<file path="config.mk">
export PLATFORM = sky130hd
export DESIGN_NAME = lock_guard
export DESIGN_NICKNAME = d
export VERILOG_FILES = /design/src/rtl/lock_guard_pkg.sv /design/src/rtl/lock_guard_dpath.sv /design/src/rtl/lock_guard_ctrl.sv /design/src/rtl/lock_guard.sv
export SDC_FILE = /design/constraint.sdc
export NUM_CORES = 1
export LEC_CHECK = 0
export BUFFER_PORTS_ARGS = -buffer_cell sky130_fd_sc_hd__buf_2
export CAP_MARGIN = 20
export CORE_MARGIN = 2
export CORE_UTILIZATION = 50
export CTS_CLUSTER_SIZE = 8
export DETAILED_ROUTE_END_ITERATION = 10
export PLACE_DENSITY_LB_ADDON = 0.1
export SLEW_MARGIN = 5
export SYNTH_ARGS = -nofsm -noshare
export SYNTH_HDL_FRONTEND = slang
export SYNTH_SLANG_ARGS = --single-unit
</file>
<file path="constraint.sdc">
create_clock -name clk -period 3.8 [get_ports clk]
set_input_delay 0.38 -clock clk [delete_from_list [all_inputs] [get_ports clk]]
set_output_delay 0.38 -clock clk [all_outputs]
set_load 0.01 [all_outputs]
</file>
<file path="src/rtl/lock_guard_pkg.sv">
package lock_guard_pkg;

  typedef enum logic {
    ST_WATCH  = 1'b0,
    ST_LOCKED = 1'b1
  } lockState_e;

  // strobes from control to datapath
  typedef struct packed {
    logic cntClr;
    logic cntInc;
  } cntStrobe_t;

endpackage

</file>
<file path="src/rtl/lock_guard_dpath.sv">
module lock_guard_dpath
  import lock_guard_pkg::*;
#(
  parameter int CNT_W = 24
) (
  input  logic             clk,
  input  logic             rstN,
  input  cntStrobe_t       strobe,
  input  logic [CNT_W-1:0] timeoutCycles,
  output logic             expired,
  output logic [CNT_W-1:0] cntVal
);

  localparam int EXT_W = CNT_W + 1;

  logic [CNT_W-1:0] cnt;
  logic [EXT_W-1:0] cntNext;
  logic [EXT_W-1:0] limitExt;

  assign cntNext  = {1'b0, cnt} + EXT_W'(1);
  assign limitExt = {1'b0, timeoutCycles};
  // zero timeout reads as one: any counting edge reaches it
  assign expired  = (cntNext >= limitExt);
  assign cntVal   = cnt;

  always_ff @(posedge clk or negedge rstN) begin
    if (!rstN) begin
      cnt <= '0;
    end else if (strobe.cntClr) begin
      cnt <= '0;
    end else if (strobe.cntInc) begin
      cnt <= cntNext[CNT_W-1:0];
    end
  end

  // counter never wraps, since the terminal compare clears it first
  a_r1_no_overflow: assert property (@(posedge clk) disable iff (!rstN)
    cnt != {CNT_W{1'b1}});

  // a clear request is never combined with an increment
  a_r8_strobe_exclusive: assert property (@(posedge clk) disable iff (!rstN)
    !(strobe.cntClr && strobe.cntInc));

endmodule

</file>
<file path="src/rtl/lock_guard_ctrl.sv">
module lock_guard_ctrl
  import lock_guard_pkg::*;
(
  input  logic       clk,
  input  logic       rstN,
  input  logic       hallEdge,
  input  logic       driveActive,
  input  logic       powerSave,
  input  logic       thermalTrip,
  input  logic       protectEnable,
  input  logic       expired,
  output cntStrobe_t strobe,
  output logic       lockActive
);

  lockState_e state, stateNext;
  logic       released;

  assign released = !protectEnable || powerSave;

  always_comb begin
    stateNext = state;
    strobe    = '0;
    if (released) begin
      strobe.cntClr = 1'b1;
      stateNext     = ST_WATCH;
    end else if (thermalTrip) begin
      // frozen: no strobe, no transition
      stateNext = state;
    end else begin
      unique case (state)
        ST_WATCH: begin
          if (hallEdge || !driveActive) begin
            strobe.cntClr = 1'b1;
          end else if (expired) begin
            strobe.cntClr = 1'b1;
            stateNext     = ST_LOCKED;
          end else begin
            strobe.cntInc = 1'b1;
          end
        end
        ST_LOCKED: begin
          if (expired) begin
            strobe.cntClr = 1'b1;
            stateNext     = ST_WATCH;
          end else begin
            strobe.cntInc = 1'b1;
          end
        end
        default: begin
          strobe.cntClr = 1'b1;
          stateNext     = ST_WATCH;
        end
      endcase
    end
  end

  always_ff @(posedge clk or negedge rstN) begin
    if (!rstN) begin
      state <= ST_WATCH;
    end else begin
      state <= stateNext;
    end
  end

  assign lockActive = (state == ST_LOCKED);

  // power-save releases the lock at the following edge
  a_r5_powersave_release: assert property (@(posedge clk) disable iff (!rstN)
    powerSave |=> !lockActive);

  // disabled function never holds a lock
  a_r7_disable_release: assert property (@(posedge clk) disable iff (!rstN)
    !protectEnable |=> !lockActive);

  // a trip only follows a cycle of driving with no Hall activity
  a_r1_trip_needs_drive: assert property (@(posedge clk) disable iff (!rstN)
    (!lockActive && hallEdge) |=> !lockActive);

  // dropping drive while watching cannot cause a trip
  a_r3_idle_no_trip: assert property (@(posedge clk) disable iff (!rstN)
    (!lockActive && !driveActive) |=> !lockActive);

endmodule

</file>
<file path="src/rtl/lock_guard.sv">
module lock_guard
  import lock_guard_pkg::*;
#(
  parameter int CNT_W = 24
) (
  input  logic             clk,
  input  logic             rstN,
  input  logic             hallEdge,
  input  logic             driveActive,
  input  logic             powerSave,
  input  logic             thermalTrip,
  input  logic             protectEnable,
  input  logic [CNT_W-1:0] timeoutCycles,
  output logic             highSideOff,
  output logic             lockActive
);

  cntStrobe_t       strobe;
  logic             expired;
  logic [CNT_W-1:0] cntVal;

  lock_guard_ctrl u_ctrl (
    .clk           (clk),
    .rstN          (rstN),
    .hallEdge      (hallEdge),
    .driveActive   (driveActive),
    .powerSave     (powerSave),
    .thermalTrip   (thermalTrip),
    .protectEnable (protectEnable),
    .expired       (expired),
    .strobe        (strobe),
    .lockActive    (lockActive)
  );

  lock_guard_dpath #(.CNT_W(CNT_W)) u_dpath (
    .clk           (clk),
    .rstN          (rstN),
    .strobe        (strobe),
    .timeoutCycles (timeoutCycles),
    .expired       (expired),
    .cntVal        (cntVal)
  );

  assign highSideOff = lockActive;

  // thermal hold freezes count and protection state
  a_r6_thermal_freeze: assert property (@(posedge clk) disable iff (!rstN)
    (thermalTrip && !powerSave && protectEnable) |=> ($stable(cntVal) && $stable(lockActive)));

  // every automatic release starts the next watch from zero
  a_r8_release_from_zero: assert property (@(posedge clk) disable iff (!rstN)
    $fell(lockActive) |-> (cntVal == '0));

  // entering a lock starts the recovery count from zero
  a_r4_lock_from_zero: assert property (@(posedge clk) disable iff (!rstN)
    $rose(lockActive) |-> (cntVal == '0));

endmodule

</file>
## After elaboration in Yosys (flattened, before gate mapping)

Cells that the tools add are included.

| storage, ports and cells | value |
|---|---|
| register bits | 25 |
| input port bits | 31 |
| output and inout bits | 2 |

| operators by class | value |
|---|---|
| add/sub/neg operators | 1 |
| order comparisons | 1 |
| eq/ne operators | 1 |
| muxes and demuxes | 14 |
| bitwise gates (word level) | 1 |
| reductions and logical operators | 5 |

Operators by type and width:

| operator | number |
|---|---|
| $mux W24 | 2 |
| $add A24 B1 Y25 const B | 1 |
| $ge A25 B24 Y1 | 1 |
| $mux W1 | 9 |
| $pmux W2 S2 | 1 |
| $logic_not A1 Y1 | 2 |
| $logic_or A1 B1 Y1 | 2 |
| $mux W2 | 1 |
| $ne A2 B1 Y1 const B | 1 |
| $pmux W1 S2 | 1 |
| $reduce_bool A2 Y1 | 1 |
| $not A1 Y1 | 1 |

## Longest topological paths before layout

Gate-level depths: netlist (run 1).

| logic depth | value |
|---|---|
| depth in word-level cells | 9 |
| mapped depth | 14 |
| depth with buffers taken out | 13 |

## By module

Synthesis (run 1) repeated with hierarchy kept, for this count alone.

| second synthesis, totals | value |
|---|---|
| cell total of the unflattened synthesis | 268 |
| area total of the unflattened synthesis | 2280.9 µm² |

By module, submodules not included:

| module | times used | cells an instance | area each (µm²) |
|---|---|---|---|
| lock_guard_dpath | 1 | 256 | 2172.1 |
| lock_guard_ctrl | 1 | 11 | 101.3 |
| lock_guard | 1 | 1 | 7.5 |

## Worst setup path before layout (run 1)

OpenSTA, ideal clock, no wires.

| path | value |
|---|---|
| path kind | reg-to-reg |
| start point | register u_dpath.cnt[0] (netlist: u_dpath.cntVal[0]) |
| end point | register u_dpath.cnt[19] (netlist: u_dpath.cntVal[19]) |
| setup time | 0.121 ns |
| arrival | 3.051 ns |
| data required time | 3.679 ns |
| setup slack | 0.628 ns |
| cell stages (with the launch flop) | 14 |
| path buffers | 1 |
| clock period less this slack | 3.172 ns |
| cells stage by stage | dfrtp_1 > ha_1 > nand4_4 > nor4_1 > nand3_1 > xnor2_1 > ha_1 > nand4_1 > nor4_2 > o2111ai_1 > nand3_4 > nor2_4 > buf_6 > a22o_1 |

| on the way | value |
|---|---|
| cells in the longest elaborated chain, start to end | 8 |
| elaborated cells on any way between the ends | 13 |
| those cells by class | add/sub (1); order compare (1); mux (10); reduce/logical (1) |

Ends and longest elaborated chain:

| element | line | text |
|---|---|---|
| start, declared | lock_guard_dpath.sv:16 | `logic [CNT_W-1:0] cnt;` |
| start signal, assigned | lock_guard_dpath.sv:32 | `cnt <= cntNext[CNT_W-1:0];` |
| $add A24 B1 Y25 (*) | lock_guard_dpath.sv:20 | `assign cntNext = {1'b0, cnt} + EXT_W'(1);` |
| $ge A25 B24 Y1 | lock_guard_dpath.sv:23 | `assign expired = (cntNext >= limitExt);` |
| $mux W1 | lock_guard_ctrl.sv:35, lock_guard_ctrl.sv:43 |  |
| $mux W1 | lock_guard_ctrl.sv:33 | `if (hallEdge \|\| !driveActive) begin` |
| $pmux W2 S2 | lock_guard_ctrl.sv:31 | `unique case (state)` |
| $mux W2 | lock_guard_ctrl.sv:27 | `end else if (thermalTrip) begin` |
| $mux W1 | lock_guard_ctrl.sv:24 | `if (released) begin` |
| $mux W24 / $reduce_bool A2 Y1 (equally long branches) | - |  |

Every way passes the cells marked *; elsewhere a longest branch is shown, timed or not. The select of a mux whose other input is x is not followed.
A chain may end at the register's enable or synchronous reset.

## Final worst setup path (run 1)

| path | value |
|---|---|
| start point | register u_dpath.cnt[0] (netlist: u_dpath.cntVal[0]) |
| end point | register u_dpath.cnt[5] (netlist: u_dpath.cntVal[5]) |

The elaborated chain is that of the path after synthesis.

==> run metrics, run 1 <==
Flop pwr share=between 50% and 60%; most frequent cells in the layout=buf_2 (32), inv_1 (28), ha_1 (25), dfrtp_1 (25), a22o_1 (19); HP Class=input port to async pin; pre-CTS WS=~240 ps; yosys warns=0; crit-path cells=ha_1 -> nand4_4 -> nor4_2 -> nand2_1 -> xnor2_1 -> ha_1 -> nand3_1 -> nor4_2 -> o2111ai_1 -> nand3_4 -> buf_4 -> o31ai_1 -> a21o_1; worst stage delay on the critical path=about 460 ps; vias post-DR=1755; Slew @ Worst Pin=between 800 and 900 ps; I/O Pins=33; post-synth cell types=46; largest net degree at the start of global routing=26; Sw Share=25.01%; Max Cap Viol=0; final setup fails=0; CP arrival=3670 ps; standard-cell rows=23; EDFF count, synth=0; clock insertion delay at the later pin of the skew report=270 ps; CTS max path bufs=2; Initial Utilization=52.27%; Die X=68.90 um; Hold Slack=90.26 ps; Top delay family on crit path=simple AND/OR/NAND/NOR gates; final wirelength=4.626 mm; FILL cells=393; initial antenna violation count=0; first-pass GRT wire length=approximately 8.0 mm; Syn Std Cell Area=around 0.0021 mm2; Final Slew Violations=0; Iter 0 DRT Violations=83; Setup CP Type=flip-flop to flip-flop; drt via density=about 5.5; detailed-route DRC error count=0; Buf/Inv on CP=1; CP Capture Type=flip-flop; post-cts resize count=0; WP data required=3970 ps; Root Driver=clkbuf_8; most common cell after layout, fill and taps aside=buf_2; skew final=between 6 and 7 ps; clock power share=34.0%; area of the die=0.004747 mm2; Peak Freq=~0.29 GHz; TritonCTS clock tree=done; Util after Layout=between 50% and 60%; Die Y=68.90 um; core box area=between 0.004 and 0.005 mm2; average cell area after synthesis=9.196 um2; H-tree levels=1; Pleak=0.001341 uW; Final ANT Viol Nets=0; Remaining Overflow, GRT=0; power density relative to cell area=200.7 mW/mm2; top-area cell type share of the netlist area=29.71%; Psw=121.0 uW; total track usage=between 20% and 30%; Slew headroom=42.35%; Seq/Total Area, Yosys=~30%; Reg clk slew, reported paths=about 100 ps; Pint=roughly 360 uW; crit share post-route=91.93%; final hold violation count=0; startpoint class of the critical path=flip-flop; Mapped Nets=285; Num CTS Buffers=3; Final Wtd Congestion=0.7837; final worst slack=306.6 ps; #FFs+latches synth=25; RSZ-0062 raised after global routing=no; wire per inst=14.55 um; DRT Pass-1 Iters=4; worst-path fanout max=9; Area Growth Syn to Fin=14.44%; slowest cell on the critical path=nor4_2; Comb pwr share=between 10% and 20%; outcome=complete, no violations; # port buffers=32; VDD IR max=0.0001245 V; DP HPWL=3.676 mm; largest cells by area after synthesis=dfrtp_1 (30%), ha_1 (15%), a22o_1 (7.9%); crit path time final=around 3500 ps; Primary FF master, synth=dfrtp_1; Clock Sinks=25; hold bufs inserted after CTS=0; vias in the first global route=1655; synthesized instance count=229; post-synth top area cell=dfrtp_1; share of cells above drive strength 1=a little over 20%; ANT cells=0; post-CTS setup buffer count=0; fraction of registers with async set/reset=100.0%; setup total negative slack=0 ps; number of nets in the layout=325
-- worst reg2reg max path, stage by stage, from the launching register on --
cell and delay, ps:
dfrtp_1 450, ha_1 320, nand4_4 190, nor4_2 360, nand2_1 120, xnor2_1 160
ha_1 310, nand3_1 160, nor4_2 460, o2111ai_1 280, nand3_4 160, buf_4 180
o31ai_1 80, a21o_1 190
-- registers in the layout, indices dropped and copies added (netlist names) --
name	flops
u_ctrl.lockActive	1
u_dpath.cntVal	24
-- layout make-up --
type                       instances  area (um2)  area share, %
sequential                        25       625.6          25.96
clock buffer                       3       41.29          1.713
inverter                          28       105.1          4.361
tap                               50       62.56          2.596
timing repair buffer              40       220.2          9.138
clock inverter                     1       5.005         0.2077
multi-input combinational        171        1350          56.02
-- metrics by stage --
step           area [um2]  std cells  power (uW)
2_1_floorplan        2106        229       297.4
3_3_place_gp         2357        314       324.4
3_5_place_dp         2357        314       325.0
4_1_cts              2404        318       485.4
5_1_grt              2410        318       506.1
6_report             2410        318       483.7
-- Yosys cell counts, types with 2 or more instances --
library cell	n
a211oi_1	3
o31ai_1	4
nand2b_1	3
o21ai_0	3
and2_1	3
and4_1	2
clkbuf_1	2
nand4_1	6
nor2_1	8
ha_1	25
xor2_1	7
inv_1	28
a21oi_1	9
nand3_1	13
a22o_1	19
nand2_1	16
a21o_1	5
o21ai_1	2
nor4_1	3
xnor2_1	13
and3_1	5
dfrtp_1	25
o211ai_1	2
-- logic make-up (layout without fill, tap and decap cells) --
kind of cell	count (synthesis)	in the layout	synth area share, %
compound gates	52	52	18.60
xor+xnor	20	20	8.319
fa+ha+maj	25	25	14.85
buf+inv	33	72	6.476
flops	25	25	29.71
mux	1	1	0.4754
simple gates	73	73	21.57
-- path summary, 6_finish.rpt --
path	end	start	cells after the start	slack, ps
worst min register to register	u_ctrl.lockActive	u_ctrl.lockActive	1	520
min in group clk	u_ctrl.lockActive	powerSave	4	490
worst min-delay path	u_dpath.cntVal[5]	rstN	1	90
worst max-delay path	u_dpath.cntVal[5]	u_dpath.cntVal[0]	13	310
max in group asynchronous	u_dpath.cntVal[21]	rstN	1	3320
worst max register to register	u_dpath.cntVal[5]	u_dpath.cntVal[0]	13	310
-- power groups by stage --
stage	sequential (uW)	combinational (uW)	clock [uW]
final	266	52.8	164
after global routing	266	62.2	177
after CTS	266	53.8	165
after detailed placement	272	53.3	0
after global placement	272	52.8	0
after floorplan	272	25.8	0
-- layer usage --
layer / up-vias / part of all wire (%) / wire [um] / global-route usage (%)
met5: - / 0 / 0 / 0
met4: 0 / 0.80 / 37 / 4.412
met3: 5 / 4.2 / 194 / 2.435
met2: 38 / 43 / 1975 / 33.89
met1: 804 / 52 / 2418 / 34.58
li1: 908 / - / - / -
No activity file was read; power rests on OpenSTA's default activity.
==> inputs of run 2 (changes only) <==
--- a/config.mk
+++ b/config.mk
@@ -5,7 +5,7 @@
 export SDC_FILE = /design/constraint.sdc
 export NUM_CORES = 1
 export LEC_CHECK = 0
-export BUFFER_PORTS_ARGS = -buffer_cell sky130_fd_sc_hd__buf_2
+export BUFFER_PORTS_ARGS = -buffer_cell sky130_fd_sc_hd__buf_4
 export CAP_MARGIN = 20
 export CORE_MARGIN = 2
 export CORE_UTILIZATION = 50
==> run 2 against run 1 <==
Register-to-register slack about the same. Wire length grew 2.7%. First-iteration DRC count increased by 6.0%. Global-route usage is 0.084 points higher. Clock power decreased by 4%. Cell area increased by 3.1%. Non-clock buffer count fell by 1. Largest power group unchanged. Highest routed layer unchanged. Die area unchanged. Clock skew is 4.7 ps lower. Cell count fell by 0.31%. Fmax down 0.41%. Combinational power rose by 17%.
==> run metrics, run 2 (same netlist as run 1, synthesis figures left out) <==
outcome=complete, no violations; Remaining Overflow, GRT=0 (unchanged); number of flip-flops in the largest register=24 (unchanged); Peak Freq=0.2851 GHz (-0.41%); CTS max path bufs=2 (unchanged); setup total negative slack=0 ps (unchanged); area of the die=0.004747 mm2 (unchanged); final wirelength=4.749 mm (+2.7%); Slew @ Worst Pin=901.7 ps (+37.03 ps); Area Growth Syn to Fin=17.94%; Top delay family on crit path=simple AND/OR/NAND/NOR gates; Initial Utilization=52.27% (unchanged); worst-path fanout max=9 (unchanged); HP Class=input port to async pin; Slew headroom=39.04% (-3.3 points); worst stage delay on the critical path=430 ps (-30 ps); final setup fails=0 (unchanged); M1 wire length=2.395 mm (-0.95%); clock insertion delay at the later pin of the skew report=270 ps (about the same); Final Wtd Congestion=0.8105 (+3.4%); core box area=0.004029 mm2 (unchanged); met3 wire length=190 um (-2.1%); post-CTS setup buffer count=0 (unchanged); DP HPWL=3.748 mm (+2.0%); FILL cells=364 (-7.4%); crit share post-route=92.31% (+0.38 points); vias post-DR=1770 (+0.85%); share of cells above drive strength 1=19.10% (-1.0 points); initial antenna violation count=0 (unchanged); Buf/Inv on CP=1 (unchanged); Met2 Routed Length=2.128 mm (+7.7%); # port buffers=32 (unchanged); number of nets in the layout=324 (-0.31%); I/O Pins=33 (unchanged); Max Cap Viol=0 (unchanged); WP data required=3960 ps (about the same); first-pass GRT wire length=7.983 mm (-0.51%); power density relative to cell area=195.8 mW/mm2 (-2.4%); most common cell after layout, fill and taps aside=buf_4; detailed-route DRC error count=0 (unchanged); vias in the first global route=1725 (+4.2%); Util after Layout=61.65% (+1.8 points); worst setup path startpoint=u_dpath.cntVal[0]; CP Capture Type=flip-flop; most used cell, CP=ha_1; largest net degree at the start of global routing=26 (unchanged); crit path time final=3508 ps (+14.51 ps); RSZ-0062 raised after global routing=no; startpoint class of the critical path=flip-flop; Die X=68.90 um (unchanged); CP arrival=3670 ps (about the same); TritonCTS clock tree=done; Clock Sinks=25 (unchanged); hold bufs inserted after CTS=0 (unchanged); Final ANT Viol Nets=0 (unchanged); standard-cell rows=23 (unchanged); drt via density=5.584 (+1.2%); Final Slew Violations=0 (unchanged); slowest cell on the critical path=dfrtp_1; DRT Pass-1 Iters=4 (unchanged); Pleak=0.001371 uW (+2.2%); Setup CP Type=flip-flop to flip-flop; Die Y=68.90 um (unchanged); wire per inst=14.98 um (+3.0%); H-tree levels=1 (unchanged); VDD IR max=0.0001566 V (+26%); Num CTS Buffers=3 (unchanged); most frequent cells in the layout=buf_4 (39), inv_1 (28), ha_1 (25), dfrtp_1 (25), a22o_1 (19); RR Startpoint=u_dpath.cntVal[0]; final hold violation count=0 (unchanged); ANT cells=0 (unchanged); Iter 0 DRT Violations=88 (+6.0%); crit-path cells=ha_1 -> nand4_4 -> nor4_1 -> nand3_1 -> xnor2_1 -> ha_1 -> nand4_1 -> nor4_4 -> o2111ai_1 -> nand3_4 -> buf_4 -> o31ai_1 -> a21o_1; Top Metal Used=met4; Root Driver=clkbuf_8; skew final=1.872 ps (-4.719 ps); Reg clk slew, reported paths=90 ps (about the same); total track usage=22.56% (+0.084 points)
==> run 2: changes by cell type in the layout (fill, tap and decap cells not counted) <==
cell,before,now
clkinv_2,1,0
clkbuf_1,0,1
nor4_1,2,3
nor4_2,2,0
nor4_4,1,2
buf_2,32,0
buf_4,8,39
==> run 2: timing repair <==
action                                 4_1_cts  5_1_grt
setup endpoints to repair                    0       20
endpoints found under the hold margin        0        0
resized for setup                            0        1
==> run 2: power by group <==
group	switching, uW	internal, uW
Sequential	0.329	266
Clock	83.2	75.0
Combinational	30.1	31.8
==> run 2: routing by layer <==
layer | GRT usage [%] | vias to the layer above
met5 | 0 | -
met4 | 2.941 | 0
met3 | 4.058 | 4
met2 | 35.46 | 39
met1 | 33.13 | 818
li1 | - | 909
==> run 2: final timing paths <==
| path | endpoint | slack, ps | cells past startpoint |
|---|---|---|---|
| setup / recovery | u_dpath.cntVal[5] | 290 | 13 |
| hold / removal | u_dpath.cntVal[3] | 2 | 1 |
| setup reg to reg | u_dpath.cntVal[5] | 290 | 13 |
| hold reg to reg | u_ctrl.lockActive | 540 | 1 |
| max in group asynchronous | u_dpath.cntVal[8] | 3550 | 1 |
| min in group clk | u_ctrl.lockActive | 540 | 1 |
==> run 2: worst register-to-register path, cell delays in order, from the launching register on <==
cell,delay [ps]
dfrtp_1,430
ha_1,320
nand4_4,180
nor4_1,410
nand3_1,150
xnor2_1,160
ha_1,300
nand4_1,200
nor4_4,390
o2111ai_1,260
nand3_4,160
buf_4,180
o31ai_1,80
a21o_1,190
==> run 2: layout make-up <==
class / instances / area (um2) / share of cell area [%]
Multi-Input combinational cell: 171 / 1353 / 54.46
Sequential cell: 25 / 625.6 / 25.19
Timing Repair Buffer: 39 / 292.8 / 11.79
Inverter: 28 / 105.1 / 4.232
Tap cell: 50 / 62.56 / 2.519
Clock buffer: 4 / 45.04 / 1.814
==> run 2: stage by stage <==
step                      power [uW]  instances  area [um2]  hold WS (ps)  setup WS [ps]
after floorplan                297.4        229        2106         84.41          627.7
after global placement         332.9        313        2430         309.2          346.4
after detailed placement       333.5        313        2430         307.5          311.0
after CTS                      490.2        317        2475         13.09          250.4
after global routing           512.6        317        2484         23.06          35.92
final                          486.4        317        2484         2.363          292.1
